**src/rtl/disc_resp_pkg.sv**
```systemverilog
package disc_resp_pkg;

    localparam logic [15:0] DISC_VID  = 16'h0001;
    localparam logic [7:0]  DISC_TYPE = 8'h00;
    localparam logic [17:0] DISC_LEN  = 18'd3;
    localparam int          ENTRY_W   = 24;
    localparam int          IDX_W     = 8;

    typedef struct packed {
        logic [15:0] vid;
        logic [7:0]  otype;
        logic [17:0] len;
        logic [7:0]  idx;
    } disc_req_t;

    typedef struct packed {
        logic [7:0]  prot;
        logic [15:0] vid;
    } proto_entry_t;

    typedef struct packed {
        logic [31:0] hdr1;
        logic [31:0] hdr2;
        logic [31:0] body;
    } disc_rsp_t;

    function automatic logic [31:0] make_body(proto_entry_t e, logic [IDX_W-1:0] nxt);
        return {nxt, e.prot, e.vid};
    endfunction

endpackage

```
**src/rtl/disc_req_check.sv**
```systemverilog
module disc_req_check
    import disc_resp_pkg::*;
(
    input  disc_req_t req,
    output logic      ok
);
    logic vid_ok;
    logic type_ok;
    logic len_ok;

    always_comb begin
        vid_ok  = (req.vid == DISC_VID);
        type_ok = (req.otype == DISC_TYPE);
        len_ok  = (req.len == DISC_LEN);
        ok      = vid_ok && type_ok && len_ok;
    end
endmodule

```
**src/rtl/disc_table_lookup.sv**
```systemverilog
module disc_table_lookup
    import disc_resp_pkg::*;
#(
    parameter int                            NUM_ENTRIES = 3,
    parameter logic [NUM_ENTRIES*ENTRY_W-1:0] PROTO_TABLE = '0
)(
    input  logic [IDX_W-1:0] idx,
    output proto_entry_t     entry,
    output logic [IDX_W-1:0] next_idx
);
    localparam logic [IDX_W-1:0] LAST_IDX = IDX_W'(NUM_ENTRIES - 1);

    proto_entry_t     tbl [NUM_ENTRIES];
    logic [IDX_W-1:0] eff_idx;

    for (genvar g = 0; g < NUM_ENTRIES; g++) begin : g_tbl
        assign tbl[g] = proto_entry_t'(PROTO_TABLE[g*ENTRY_W +: ENTRY_W]);
    end

    always_comb begin
        entry   = tbl[0];
        eff_idx = '0;
        for (int i = 1; i < NUM_ENTRIES; i++) begin
            if (idx == IDX_W'(i)) begin
                entry   = tbl[i];
                eff_idx = IDX_W'(i);
            end
        end
        next_idx = (eff_idx == LAST_IDX) ? '0 : eff_idx + 1'b1;
    end
endmodule

```
**src/rtl/disc_rsp_format.sv**
```systemverilog
module disc_rsp_format
    import disc_resp_pkg::*;
(
    input  logic             ok,
    input  proto_entry_t     entry,
    input  logic [IDX_W-1:0] next_idx,
    output disc_rsp_t        rsp,
    output logic             bad
);
    always_comb begin
        bad = !ok;
        if (ok) begin
            rsp.hdr1 = {8'h00, DISC_TYPE, DISC_VID};
            rsp.hdr2 = {14'h0, DISC_LEN};
            rsp.body = make_body(entry, next_idx);
        end else begin
            rsp = '0;
        end
    end
endmodule

```
**src/rtl/disc_responder.sv**
```systemverilog
module disc_responder
    import disc_resp_pkg::*;
#(
    parameter int                            NUM_ENTRIES = 3,
    parameter logic [NUM_ENTRIES*ENTRY_W-1:0] PROTO_TABLE =
        {24'h071ABC, 24'h021ABC, 24'h000001}
)(
    input  logic        clk,
    input  logic        rst,
    input  logic        start,
    input  logic [31:0] req_hdr1,
    input  logic [31:0] req_hdr2,
    input  logic [31:0] req_body,
    output logic        done,
    output logic        reject,
    output logic [31:0] rsp_hdr1,
    output logic [31:0] rsp_hdr2,
    output logic [31:0] rsp_body
);
    disc_req_t        req_in;
    logic             req_ok;
    logic             s1_valid;
    logic             s1_ok;
    logic [IDX_W-1:0] s1_idx;
    proto_entry_t     hit_entry;
    logic [IDX_W-1:0] hit_next;
    disc_rsp_t        rsp_next;
    logic             bad_next;
    disc_rsp_t        rsp_q;
    logic             done_q;
    logic             rej_q;
    logic             unused_rsvd;

    assign unused_rsvd = ^{req_hdr1[31:24], req_hdr2[31:18], req_body[31:8]};

    always_comb begin
        req_in.vid   = req_hdr1[15:0];
        req_in.otype = req_hdr1[23:16];
        req_in.len   = req_hdr2[17:0];
        req_in.idx   = req_body[7:0];
    end

    disc_req_check u_check (
        .req (req_in),
        .ok  (req_ok)
    );

    always_ff @(posedge clk) begin
        if (rst) begin
            s1_valid <= 1'b0;
            s1_ok    <= 1'b0;
            s1_idx   <= '0;
        end else begin
            s1_valid <= start;
            if (start) begin
                s1_ok  <= req_ok;
                s1_idx <= req_in.idx;
            end
        end
    end

    disc_table_lookup #(
        .NUM_ENTRIES (NUM_ENTRIES),
        .PROTO_TABLE (PROTO_TABLE)
    ) u_lookup (
        .idx      (s1_idx),
        .entry    (hit_entry),
        .next_idx (hit_next)
    );

    disc_rsp_format u_format (
        .ok       (s1_ok),
        .entry    (hit_entry),
        .next_idx (hit_next),
        .rsp      (rsp_next),
        .bad      (bad_next)
    );

    always_ff @(posedge clk) begin
        if (rst) begin
            done_q <= 1'b0;
            rej_q  <= 1'b0;
            rsp_q  <= '0;
        end else begin
            done_q <= s1_valid;
            if (s1_valid) begin
                rej_q <= bad_next;
                rsp_q <= rsp_next;
            end
        end
    end

    assign done     = done_q;
    assign reject   = rej_q;
    assign rsp_hdr1 = rsp_q.hdr1;
    assign rsp_hdr2 = rsp_q.hdr2;
    assign rsp_body = rsp_q.body;
endmodule

```
**config.mk**
```make
export PLATFORM = sky130hd
export DESIGN_NAME = disc_responder
export DESIGN_NICKNAME = d
export VERILOG_FILES = /design/src/rtl/disc_resp_pkg.sv /design/src/rtl/disc_req_check.sv /design/src/rtl/disc_table_lookup.sv /design/src/rtl/disc_rsp_format.sv /design/src/rtl/disc_responder.sv
export SDC_FILE = /design/constraint.sdc
export NUM_CORES = 1
export LEC_CHECK = 0
export ABC_AREA = 1
export BUFFER_PORTS_ARGS = -buffer_cell sky130_fd_sc_hd__buf_2
export CORE_MARGIN = 8
export CORE_UTILIZATION = 43
export DETAILED_ROUTE_END_ITERATION = 7
export GPL_TIMING_DRIVEN = 0
export PLACE_DENSITY = 0.7
export REMOVE_ABC_BUFFERS = 1
export SYNTH_ARGS = -nofsm -noshare
export SYNTH_HDL_FRONTEND = slang
export SYNTH_HIERARCHICAL = 1
export SYNTH_SLANG_ARGS = --single-unit
export TNS_END_PERCENT = 50
```
**constraint.sdc**
```tcl
create_clock -name clk -period 2.4 [get_ports clk]
set_clock_uncertainty 0.2 [all_clocks]
set_input_delay 0.48 -clock clk [delete_from_list [all_inputs] [get_ports clk]]
set_output_delay 0.48 -clock clk [all_outputs]
set_load 0.05 [all_outputs]
```
== Yosys cells after proc, flatten, opt, wreduce, memory -nomap -nowiden ==
Index checks and enable logic that the tools add are counted.

* Output and inout port bits: 98
* Logic and storage cells: 24
* Bits of input ports: 99
* Bits in registers: 108

* Reduce and logical (&&, ||, !) cells: 4
* Eq/ne operators: 5
* Mux-type cells: 6
* Add/subtract/negate cells: 1

{| class="wikitable"
|+ Operator list
! kind !! number
|-
| $mux 65 || 1
|-
| $mux 19 || 1
|-
| $eq 18x2->1 const B || 1
|-
| $mux 18 || 1
|-
| $eq 16x1->1 const B || 1
|-
| $eq 8x1->1 const B || 1
|-
| $eq 8x2->1 const B || 1
|-
| $logic_not 8->1 || 1
|-
| $mux 8 || 1
|-
| $add 2x1->3 const B || 1
|-
| $eq 2x2->1 const B || 1
|-
| $logic_and 1x1->1 || 2
|-
| $mux 2 || 1
|-
| $logic_not 1->1 || 1
|-
| $mux 1 || 1
|}

== Depth between registers and ports, before layout ==
Gate-level depths: netlist (run 1).

* Word-level depth: 6
* Depth in mapped cells: 12
* Mapped depth without buffers: 11

== By module ==
The synthesis (run 1) kept the hierarchy.

{| class="wikitable"
|+ By module, submodules not included
! module !! instances !! cells each !! area an instance (µm²)
|-
| disc_responder || 1 || 678 || 4431.8
|-
| disc_rsp_format || 1 || 134 || 802.0
|-
| disc_table_lookup || 1 || 43 || 280.3
|-
| disc_req_check || 1 || 58 || 227.7
|}

== Least setup slack after synthesis (run 1) ==
Ideal clock, no wire load.

* Kind: register to register
* Start: reg s1_idx[0]
* End: reg rsp_q, in the netlist rsp_body[11]
* Clock period less this slack: 1.630 ns
* Path buffers: 1
* Arrival time: 1.365 ns
* Library setup time: 0.064 ns
* Setup slack: 0.770 ns
* Stages on the path, launching flop included: 12
* Data required time: 2.136 ns
* Path through: dfxtp_1 > inv_1 > nor2_1 > nand2_1 > a21oi_1 > buf_4 > nand2_1 > inv_1 > inv_1 > nand2_1 > nand2_1 > nor2_1

{| class="wikitable"
|+ RTL lines
! item !! RTL line !! text
|-
| from (decl) || disc_responder.sv:24 || <nowiki>logic [IDX_W-1:0] s1_idx;</nowiki>
|-
| from (signal assigned) || disc_responder.sv:57 || <nowiki>s1_idx <= req_in.idx;</nowiki>
|-
| to (signal assigned) || disc_responder.sv:88 || <nowiki>rsp_q <= rsp_next;</nowiki>
|-
| to (decl) || disc_responder.sv:29 || <nowiki>disc_rsp_t rsp_q;</nowiki>
|}

==> results.md, run 1 <==
- The flow ran to the end, and the final reports show no timing, DRC or antenna violations.
- Relative to the synthesized area, the layout overhead comes to 10.57%.
- At the end of routability-driven placement, the weighted congestion stood at 0.7061.
- The effective utilization at floorplan is 0.4370.
- The post-route clock period utilization is 0.7687.
- The nature of the critical path endpoint is a flip-flop.
- The layer flagged by global routing as most heavily used is met2.
- A synthesized cell averages 6.289 um^2.
- The count of port buffers added during placement is 150.
- Of the total power, the share spent switching nets is 0.3192.
- For this run, global-route usage on met1 was measured as 0.1323.
- The number of hold buffers added after CTS was 0.
- The filler cells instantiated in the layout total 1,365.
- In the global route stage, met2 resource usage came out at 0.2140.
- Summed over all layers, the global routing overflow is 0.
- Of the total power, combinational logic draws 0.209.
- Of the total synthesized cell area, the portion taken by AND, OR, NAND and NOR gates is 0.3382.
- The minimum period implied by the final worst setup slack is 1.845 ns.
- The estimated wirelength of the detail-placed design is 7445 um.
- The mux contribution to synthesized area is 0.
- The detailed-routing iteration count for the pre-antenna-repair pass is 4.
- The largest family of logic cells by synthesized area is simple AND/OR/NAND/NOR gates.
- The via count of the first global-routing pass is 4,215.
- The clock tree from TritonCTS is built.
- In this run the remaining antenna-violating nets after routing total 0.
- The die width is between 100 and 150 um.
- The vias per cell is 3.775.
- The total count of hold-check failures in the final report was 0.
- The netlist uses 18 different library cells.
- Setup repair after global routing left no endpoint under its margin.
- The number of rows created at floorplan is 42.
- The required time of the critical path is approximately 2.5 ns.
- For the final routed database, the setup TNS stands at 0 ns.
- Once the clock tree was built, the resizer swapped 0 gates to a different size.
- The number of max-cap violations is 0.
- The number of sinks handled by clock tree synthesis is about 110.
- The initial antenna violation count is 0.
- 0 antenna diodes ended up in the layout.
- Among all flip-flop cells after synthesis, the most frequent one is sky130_fd_sc_hd__dfxtp_1.
- Across every metal layer, demand over resource in global routing totals 0.1245.
- From bottom edge to top edge, the die measures about 130 um.
- No sink is reached through more buffers than the 2 on the longest clock path.
- Of the total synthesized cell area, the portion taken by full adders, half adders and majority gates is 0.
- At the placement stage, the worst setup path has a slack of 0.4034 ns.
- Based on the critical path, the design can be clocked at up to around 540 MHz.
- The share of the yosys chip area belonging to registers is 0.3766.
- Data on the critical path arrives at its endpoint at 1.92 ns.
- At the pin with the least slew margin, the transition time is 0.7439 ns.
- The detail-routed net length per standard cell is about 8.7 um.
- The cell count after synthesis is about 910.
- Power spread over the standard cell area amounts to roughly 670 nW/um^2.
- The final route contains between 4,000 and 5,000 vias.
- Of the total synthesized cell area, the portion taken by XOR and XNOR cells is 0.
- The critical path is of the reg2reg type.
- The number of slew-limit violations in the final report is 0.
- The number of nets in the layout is 1,122.
- The pin count of the biggest net entering global routing is 76.
- The root buffer cell chosen for the clock tree is sky130_fd_sc_hd__clkbuf_16.
- The maximum fanout encountered on the critical timing path is 9.
- In this run the count of I/O pins placed on the die edge is between 150 and 200.
- The aggregate routed wire length is 10,480 um.
- The share of the synthesized area in compound gates (AO/OA/AOI/OAI) is 0.0008716.
- The remaining routing DRC violations is 0.
- The area share of the largest cell type after synthesis is 0.3766.
- The total leakage power is 3.530 nW.
- The number of synthesized flops with an enable pin is 0.
- The clock tree synthesis step divided the H-tree into 3 levels.
- The register-to-register setup slack is about 0.56 ns.
- The worst-case IR drop observed on VDD is 0.2951 mV.
- The path class of the tightest hold or removal check is in2reg.
- The fraction of final layout cells sized beyond drive strength 1 is 0.1770.
- The total CTS buffers is 9.
- After clock tree synthesis, the setup repair step added 0 buffers.
- In the post-synthesis netlist, the biggest area contributors are sky130_fd_sc_hd__dfxtp_1 38%, sky130_fd_sc_hd__nand2_1 17%, sky130_fd_sc_hd__nor2_1 15%.
- The insertion delay of the later-clocked pin in the worst-skew pair is 0.34 ns.
- The synthesis warning total is 6.
- The design internal power is 0.002879 W.
- Of the total power, registers draw 0.471.
- The synthesized design contains between 100 and 150 register bits.
- The worst setup path is launched from a flip-flop.
- The share of total power dissipated in the clock network is 0.320.
- Ranked by instance count, the synthesized netlist is headed by 257 x sky130_fd_sc_hd__nand2_1, 236 x sky130_fd_sc_hd__nor2_1, 162 x sky130_fd_sc_hd__inv_1.
- Setup slack closes at around 0.56 ns.
- The violation count after the first detailed-routing iteration is 179.
- Measured against its own limit, the worst slew margin works out to 0.5041.
- The net switching power of the design is 0.001350 W.
- The largest total area in the synthesized netlist belongs to sky130_fd_sc_hd__dfxtp_1.
- For this run, global-route usage on met3 was measured as 0.05373.
- After synthesis, the share of flip-flops with an asynchronous set or reset is 0.
- Setup violations remaining at the end of the flow were counted as 0.
- The first-pass GRT wire length is 18,420 um.
- The area of the placeable core is ~13,000 um^2.
- Summing every instance area after synthesis gives 5742 um^2.
- The die covers 17,310 um^2.
- The most repeated cell in the gate-level netlist after synthesis is sky130_fd_sc_hd__nand2_1.
- The clock-pin slew of the registers on the worst-case setup and hold paths is 0.07 ns.
==> path summary, 6_finish.rpt <==
path | cells after the start | endpoint | startpoint
max | 9 | rsp_body[12] | s1_idx[3]
min | 2 | s1_valid | rst
max reg2reg | 9 | rsp_body[12] | s1_idx[3]
min reg2reg | 2 | rsp_hdr2[12] | rsp_hdr2[12]
==> registers in the layout, indices dropped and copies added (netlist names) <==
register and flops:
reject 1, rsp_body 32, rsp_hdr1 32, s1_ok 1, s1_idx 8, rsp_hdr2 32, done 1, s1_valid 1
==> cells by family after synthesis <==
logic type / after synthesis
simple gates: 508
compound gates: 1
buf+inv: 294
other cells: 2
flops: 108
==> area by class of cell <==
class                      instances  area (um^2)  area share
multi-input combinational        588         2243      0.3534
clock inverter                     4        23.77    0.003745
tap                              176        220.2     0.03469
timing repair buffer             153        833.3      0.1313
clock buffer                      12        246.5     0.03883
inverter                         163        614.3     0.09677
sequential                       108         2167      0.3413
==> power by group through the flow <==
stage               logic, W  registers, W  clock network, W
CTS                 0.000892       0.00199           0.00141
floorplan           0.000310       0.00241                 0
finish              0.000883       0.00199           0.00135
global route        0.000982       0.00201           0.00148
global placement    0.000891       0.00206                 0
detailed placement  0.000892       0.00203                 0
==> per-layer routing <==
metal / share of wire / up-vias
met4: 0.015 / 0
met5: 0 / -
met1: 0.46 / 1808
met3: 0.089 / 13
li1: - / 2609
met2: 0.43 / 115
==> through the flow <==
stage / power [W] / utilization / cell area [um^2] / hold slack, ns / cells
floorplan: 0.002720 / - / 5017 / 0.2490 / 859
global placement: 0.002951 / 0.4558 / 5988 / 0.2509 / 1185
detailed placement: 0.002926 / 0.4626 / 6077 / 0.2592 / 1188
CTS: 0.004298 / 0.4831 / 6347 / 0.1374 / 1204
global route: 0.004475 / 0.4832 / 6349 / 0.1566 / 1204
finish: 0.004228 / 0.4832 / 6349 / 0.1477 / 1204
==> worst max-delay path: stages, from the launching register on <==
cell and delay (ns):
sky130_fd_sc_hd__dfxtp_1 0.31, sky130_fd_sc_hd__nor2_1 0.16, sky130_fd_sc_hd__nand2_1 0.11, sky130_fd_sc_hd__a21oi_1 0.59, sky130_fd_sc_hd__nand2_1 0.11, sky130_fd_sc_hd__inv_1 0.08, sky130_fd_sc_hd__inv_1 0.04, sky130_fd_sc_hd__nand2_1 0.04
sky130_fd_sc_hd__nand2_1 0.05, sky130_fd_sc_hd__nor2_1 0.10
==> cell usage in the layout (no fill, tap or decap) <==
cell	synthesis	routed
sky130_fd_sc_hd__nand2_1	257	257
sky130_fd_sc_hd__nor2_1	236	236
sky130_fd_sc_hd__inv_1	162	162
sky130_fd_sc_hd__buf_2	8	150
sky130_fd_sc_hd__dfxtp_1	108	106
sky130_fd_sc_hd__conb_1	2	79
sky130_fd_sc_hd__clkbuf_16	0	9
sky130_fd_sc_hd__nor2_2	6	6
sky130_fd_sc_hd__nand2_2	6	6
sky130_fd_sc_hd__buf_16	0	3
sky130_fd_sc_hd__inv_4	0	2
sky130_fd_sc_hd__clkinv_2	0	2
sky130_fd_sc_hd__clkbuf_1	3	2
sky130_fd_sc_hd__nand3_1	2	2
sky130_fd_sc_hd__clkinvlp_4	0	1
sky130_fd_sc_hd__clkbuf_8	0	1
sky130_fd_sc_hd__dfxtp_2	0	1
sky130_fd_sc_hd__dfxtp_4	0	1
sky130_fd_sc_hd__and2_1	1	1
sky130_fd_sc_hd__a21oi_1	1	1
Note: power is estimated with default switching activity, not from simulation.
==> run 2: changes to the inputs <==
--- a/config.mk
+++ b/config.mk
@@ -5,13 +5,13 @@
 export SDC_FILE = /design/constraint.sdc
 export NUM_CORES = 1
 export LEC_CHECK = 0
-export ABC_AREA = 1
+export ABC_AREA = 0
 export BUFFER_PORTS_ARGS = -buffer_cell sky130_fd_sc_hd__buf_2
 export CORE_MARGIN = 8
 export CORE_UTILIZATION = 43
 export DETAILED_ROUTE_END_ITERATION = 7
 export GPL_TIMING_DRIVEN = 0
-export PLACE_DENSITY = 0.7
+export PLACE_DENSITY = 0.72
 export REMOVE_ABC_BUFFERS = 1
 export SYNTH_ARGS = -nofsm -noshare
 export SYNTH_HDL_FRONTEND = slang
==> constraint.sdc (replaced) <==
create_clock -name clk -period 1.7 [get_ports clk]
set_clock_uncertainty 0.2 [all_clocks]
set_input_delay 0.34 -clock clk [delete_from_list [all_inputs] [get_ports clk]]
set_output_delay 0.34 -clock clk [all_outputs]
set_load 0.05 [all_outputs]
==> run 2 against run 1 <==
The flow now finishes with violations (setup timing). Final area shrank 9.1%. Maximum frequency shrank 5.8%. Core utilization grew 2.9 points. Register-to-register slack worse by 0.81 ns. Via count is 25% lower.
==> results.md, run 2 <==
- The area enclosed by the die boundary came to 15,080 um^2 (-13%).
- The design internal power is 0.004241 W (+47%).
- The number of rows created at floorplan is 39 (-7.1%).
- The depth of the CTS H-tree is 3 (unchanged).
- The startpoint identified for the worst register-to-register timing path is s1_idx[5].
- The initial antenna violation count is 0 (unchanged).
- The vias per cell is 4.392 (+16%).
- TritonCTS built the clock tree.
- The share of synthesized registers carrying an async set or reset was 0 (unchanged).
- The clock-pin slew of the registers on the worst-case setup and hold paths came to 0.07 ns (about the same).
- The total global routing overflow came to 0 (unchanged).
- The register-to-register setup slack came to -0.26 ns (-0.81 ns).
- The required time of the critical path is 1.73 ns (-0.75 ns).
- The die height came to 122.8 um (-6.7%).
- The remaining number of nets flagged by the antenna check after routing is 0 (unchanged).
- The number of slew-limit violations in the final report is 0 (unchanged).
- The path type of the worst min-delay path is in2reg.
- The placed instance count is 752 (-37%).
- STA classifies the critical path startpoint as a flip-flop.
- The cell count after synthesis came to 499 (-45%).
- Ranked by total cell area, the synthesized netlist is headed by sky130_fd_sc_hd__dfxtp_1 44%, sky130_fd_sc_hd__mux2i_1 22%, sky130_fd_sc_hd__buf_4 15%.
- The insertion delay of the later-clocked pin in the worst-skew pair is 0.34 ns (about the same).
- The detail-routed net length per standard cell was 12.72 um (+46%).
- The post-place setup slack is -0.7751 ns (-1.178 ns).
- The worst path arrival time is 1.99 ns (+0.07 ns).
- The number of inserted diodes was 0 (unchanged).
- The aggregate routed wire length is 9861 um (-5.9%).
- The part of the total power dissipated in combinational logic is 0.131 (-0.078).
- In this run the worst setup path terminates at rsp_body[24].
- Setup repair after global routing could not meet its margin everywhere.
- The setup TNS is -2.103 ns (-2.103 ns).
- The run finished, with violations left.
- The register bit count reported by yosys was 108 (unchanged).
- The synthesis warning total was 6 (unchanged).
- The number of ports placed on the die boundary is 197 (unchanged).
- The number of sinks handled by clock tree synthesis is 108 (unchanged).
- The slew at the pin with the worst max-slew slack is 0.5244 ns (-0.2195 ns).
- The minimum period implied by the final worst setup slack came to 1.959 ns (+0.1144 ns).
- The number of max-cap violations is 0 (unchanged).
- The total count of hold-check failures in the final report is 0 (unchanged).
- The clock power share is 0.400 (+0.080).
- The total leakage power is 2.806 nW (-21%).
- Summed over all instances, the cell type with the most area after synthesis is sky130_fd_sc_hd__dfxtp_1.
- The global-route met1 utilization was 0.1480 (+0.01572).
- The maximum fanout encountered on the critical timing path is 3 (-6).
- The area growth from synthesis to layout is 17.65%.
- The synthesized area per cell is 9.829 um^2 (+56%).
- The cell area after technology mapping is 4905 um^2 (-15%).
- The worst IR drop on VDD is 0.6226 mV (+110%).
- The total CTS buffers came to 9 (unchanged).
- The area share of the largest cell type after synthesis was 0.4408 (+0.06426).
- The cts-stage hold buffer count is 0 (unchanged).
- The switching fraction of total power was 0.2552 (-0.06395).
- The global-route met3 utilization came to 0.05198 (-0.001757).
- The number of nets in the layout is 726 (-35%).
- After synthesis, the most frequently instantiated cells are 108 x sky130_fd_sc_hd__dfxtp_1, 107 x sky130_fd_sc_hd__nor2_1, 106 x sky130_fd_sc_hd__mux2i_1.
- The violation count after the first detailed-routing iteration was 123 (-31%).
- The effective utilization at floorplan is 0.4351 (-0.001927).
- The post-route clock period utilization is 1.153 (+0.3838).
- The met2 usage in global routing is 0.2168 (+0.002765).
- The total power divided by cell area came to 986.8 nW/um^2 (+48%).
- The most common library cell in the layout ignoring fill and taps is sky130_fd_sc_hd__buf_2.
- Leaving out fill and tap cells, the most frequent cells in the layout are 149 x sky130_fd_sc_hd__buf_2, 107 x sky130_fd_sc_hd__nor2_1, 106 x sky130_fd_sc_hd__mux2i_1, 105 x sky130_fd_sc_hd__dfxtp_1, 79 x sky130_fd_sc_hd__conb_1.
- The estimated wirelength of the detail-placed design was 7031 um (-5.6%).
- The detailed-routing iteration count for the pre-antenna-repair pass is 4 (unchanged).
- The count of cell types in the netlist came to 24 (+6).
- The worst-case hold slack came to 0.03648 ns (-0.1112 ns).
- The count of fill cells added during filler insertion is 1,053 (-23%).
- For this run, the leading register cell type out of synthesis is sky130_fd_sc_hd__dfxtp_1.
- The net switching power of the design was 0.001453 W (+7.7%).
- The via count of the first global-routing pass came to 3,389 (-20%).
- The register share of total power is 0.469 (-0.002).
- The count of port buffers added during placement is 150 (unchanged).
- The number of vias in the routed layout is 3,404 (-25%).
- The first-pass GRT wire length came to 15,900 um (-14%).
- The setup path with the least slack is of type reg2reg.
- The number of synthesized flops with an enable pin is 0 (unchanged).
- The endpoint identified for the worst register-to-register timing path is rsp_body[24].
- The share of the yosys chip area belonging to registers is 0.4408 (+0.06426).
- The pin count of the biggest net entering global routing is 89 (+17%).
- The length in cells of the worst reg-to-reg path is 5 (-4).
- The relative slew slack is 0.6504 (+0.1464).
- The number of buffers between clock root and the deepest sink is 2 (unchanged).
- The remaining routing DRC violations is 0 (unchanged).
- The most common cell in the synthesized netlist is sky130_fd_sc_hd__dfxtp_1.
- The source of the critical timing path is s1_idx[5].
- The final instance count without filler cells came to 775 (-36%).
- The die width came to 122.8 um (-6.7%).
- The area of the placeable core came to 11,270 um^2 (-14%).
- The global-route total usage across every layer is 0.1306 (+0.006099).
- The fraction of final layout cells sized beyond drive strength 1 is 0.3006 (+0.1236).
- The setup slack after layout is -0.2593 ns (-0.8144 ns).
- The nature of the critical path endpoint is a flip-flop.
- The final RePlAce weighted congestion is 0.7769 (+10%).
- The checks that failed: setup timing.
- The CTS root buffer is sky130_fd_sc_hd__clkbuf_16.
- The maximum achievable frequency is 510.4 MHz (-5.8%).
- The number of failing setup endpoints in the final timing report came to 14 (+14).
- The global routing stage identified its most utilized layer as met2.
-- run 2: layer usage --
layer  part of all wire  vias to the layer above
met5                  0                        -
met4              0.011                        0
met3              0.094                        9
met2               0.47                      115
met1               0.42                     1558
li1                   -                     1722
-- run 2: worst max-delay path: stages, from the launching register on --
cell	delay [ns]
sky130_fd_sc_hd__dfxtp_2	0.32
sky130_fd_sc_hd__or4_4	0.54
sky130_fd_sc_hd__or4_4	0.43
sky130_fd_sc_hd__and2_4	0.17
sky130_fd_sc_hd__mux2i_1	0.14
sky130_fd_sc_hd__nor2_1	0.05
-- run 2: kinds of logic after synthesis --
logic type	count (synthesis)	synth area share
AND/OR/NAND/NOR	162	0.1628
XOR/XNOR	1	0.001786
flip-flops	108	0.4408
other	2	0.001531
buffers and inverters	120	0.1768
multiplexers	106	0.2163
-- run 2: worst min path at each step --
stage,startpoint,end,slack [ns],depth (start not counted)
6_report,req_body[5],s1_idx[5],0.04,3
5_1_grt,req_body[5],s1_idx[5],0.04,3
4_1_cts,req_body[5],s1_idx[5],0.02,3
3_5_place_dp,rsp_body[11],rsp_body[11],0.28,2
3_3_place_gp,rsp_hdr2[16],rsp_hdr2[16],0.27,2
2_1_floorplan,rst,done,0.21,1
-- run 2: area by class of cell --
| type | count | area [um^2] | area share |
|---|---|---|---|
| Clock inverter | 3 | 68.82 | 0.01193 |
| Sequential cell | 108 | 2168 | 0.3758 |
| Tap cell | 143 | 178.9 | 0.03101 |
| Multi-Input combinational cell | 348 | 2210 | 0.3829 |
| Clock buffer | 13 | 260.3 | 0.04510 |
| Inverter | 1 | 3.754 | 0.0006505 |
| Timing Repair Buffer | 159 | 880.8 | 0.1526 |
-- run 2: power groups by stage --
stage	logic [W]	clock network [W]	registers (W)
3_3_place_gp	0.000686	0	0.00277
2_1_floorplan	0.000222	0	0.00301
3_5_place_dp	0.000692	0	0.00275
4_1_cts	0.000745	0.00236	0.00267
6_report	0.000744	0.00228	0.00267
5_1_grt	0.000796	0.00246	0.00268
-- run 2: per-stage QoR --
stage	cell area (um^2)	util	power [W]
floorplan	4330	-	0.003233
global placement	5260	0.4666	0.003452
detailed placement	5321	0.4721	0.003437
CTS	5752	0.5103	0.005780
global route	5771	0.5119	0.005942
finish	5771	0.5119	0.005694
-- run 2: what timing repair did --
action | 4_1_cts | 5_1_grt
buffers inserted | 6 | 1
pin swaps | 4 | 3
endpoints found under the setup margin | 61 | 15
resized for setup | 5 | 5
endpoints found under the hold margin | 0 | 0
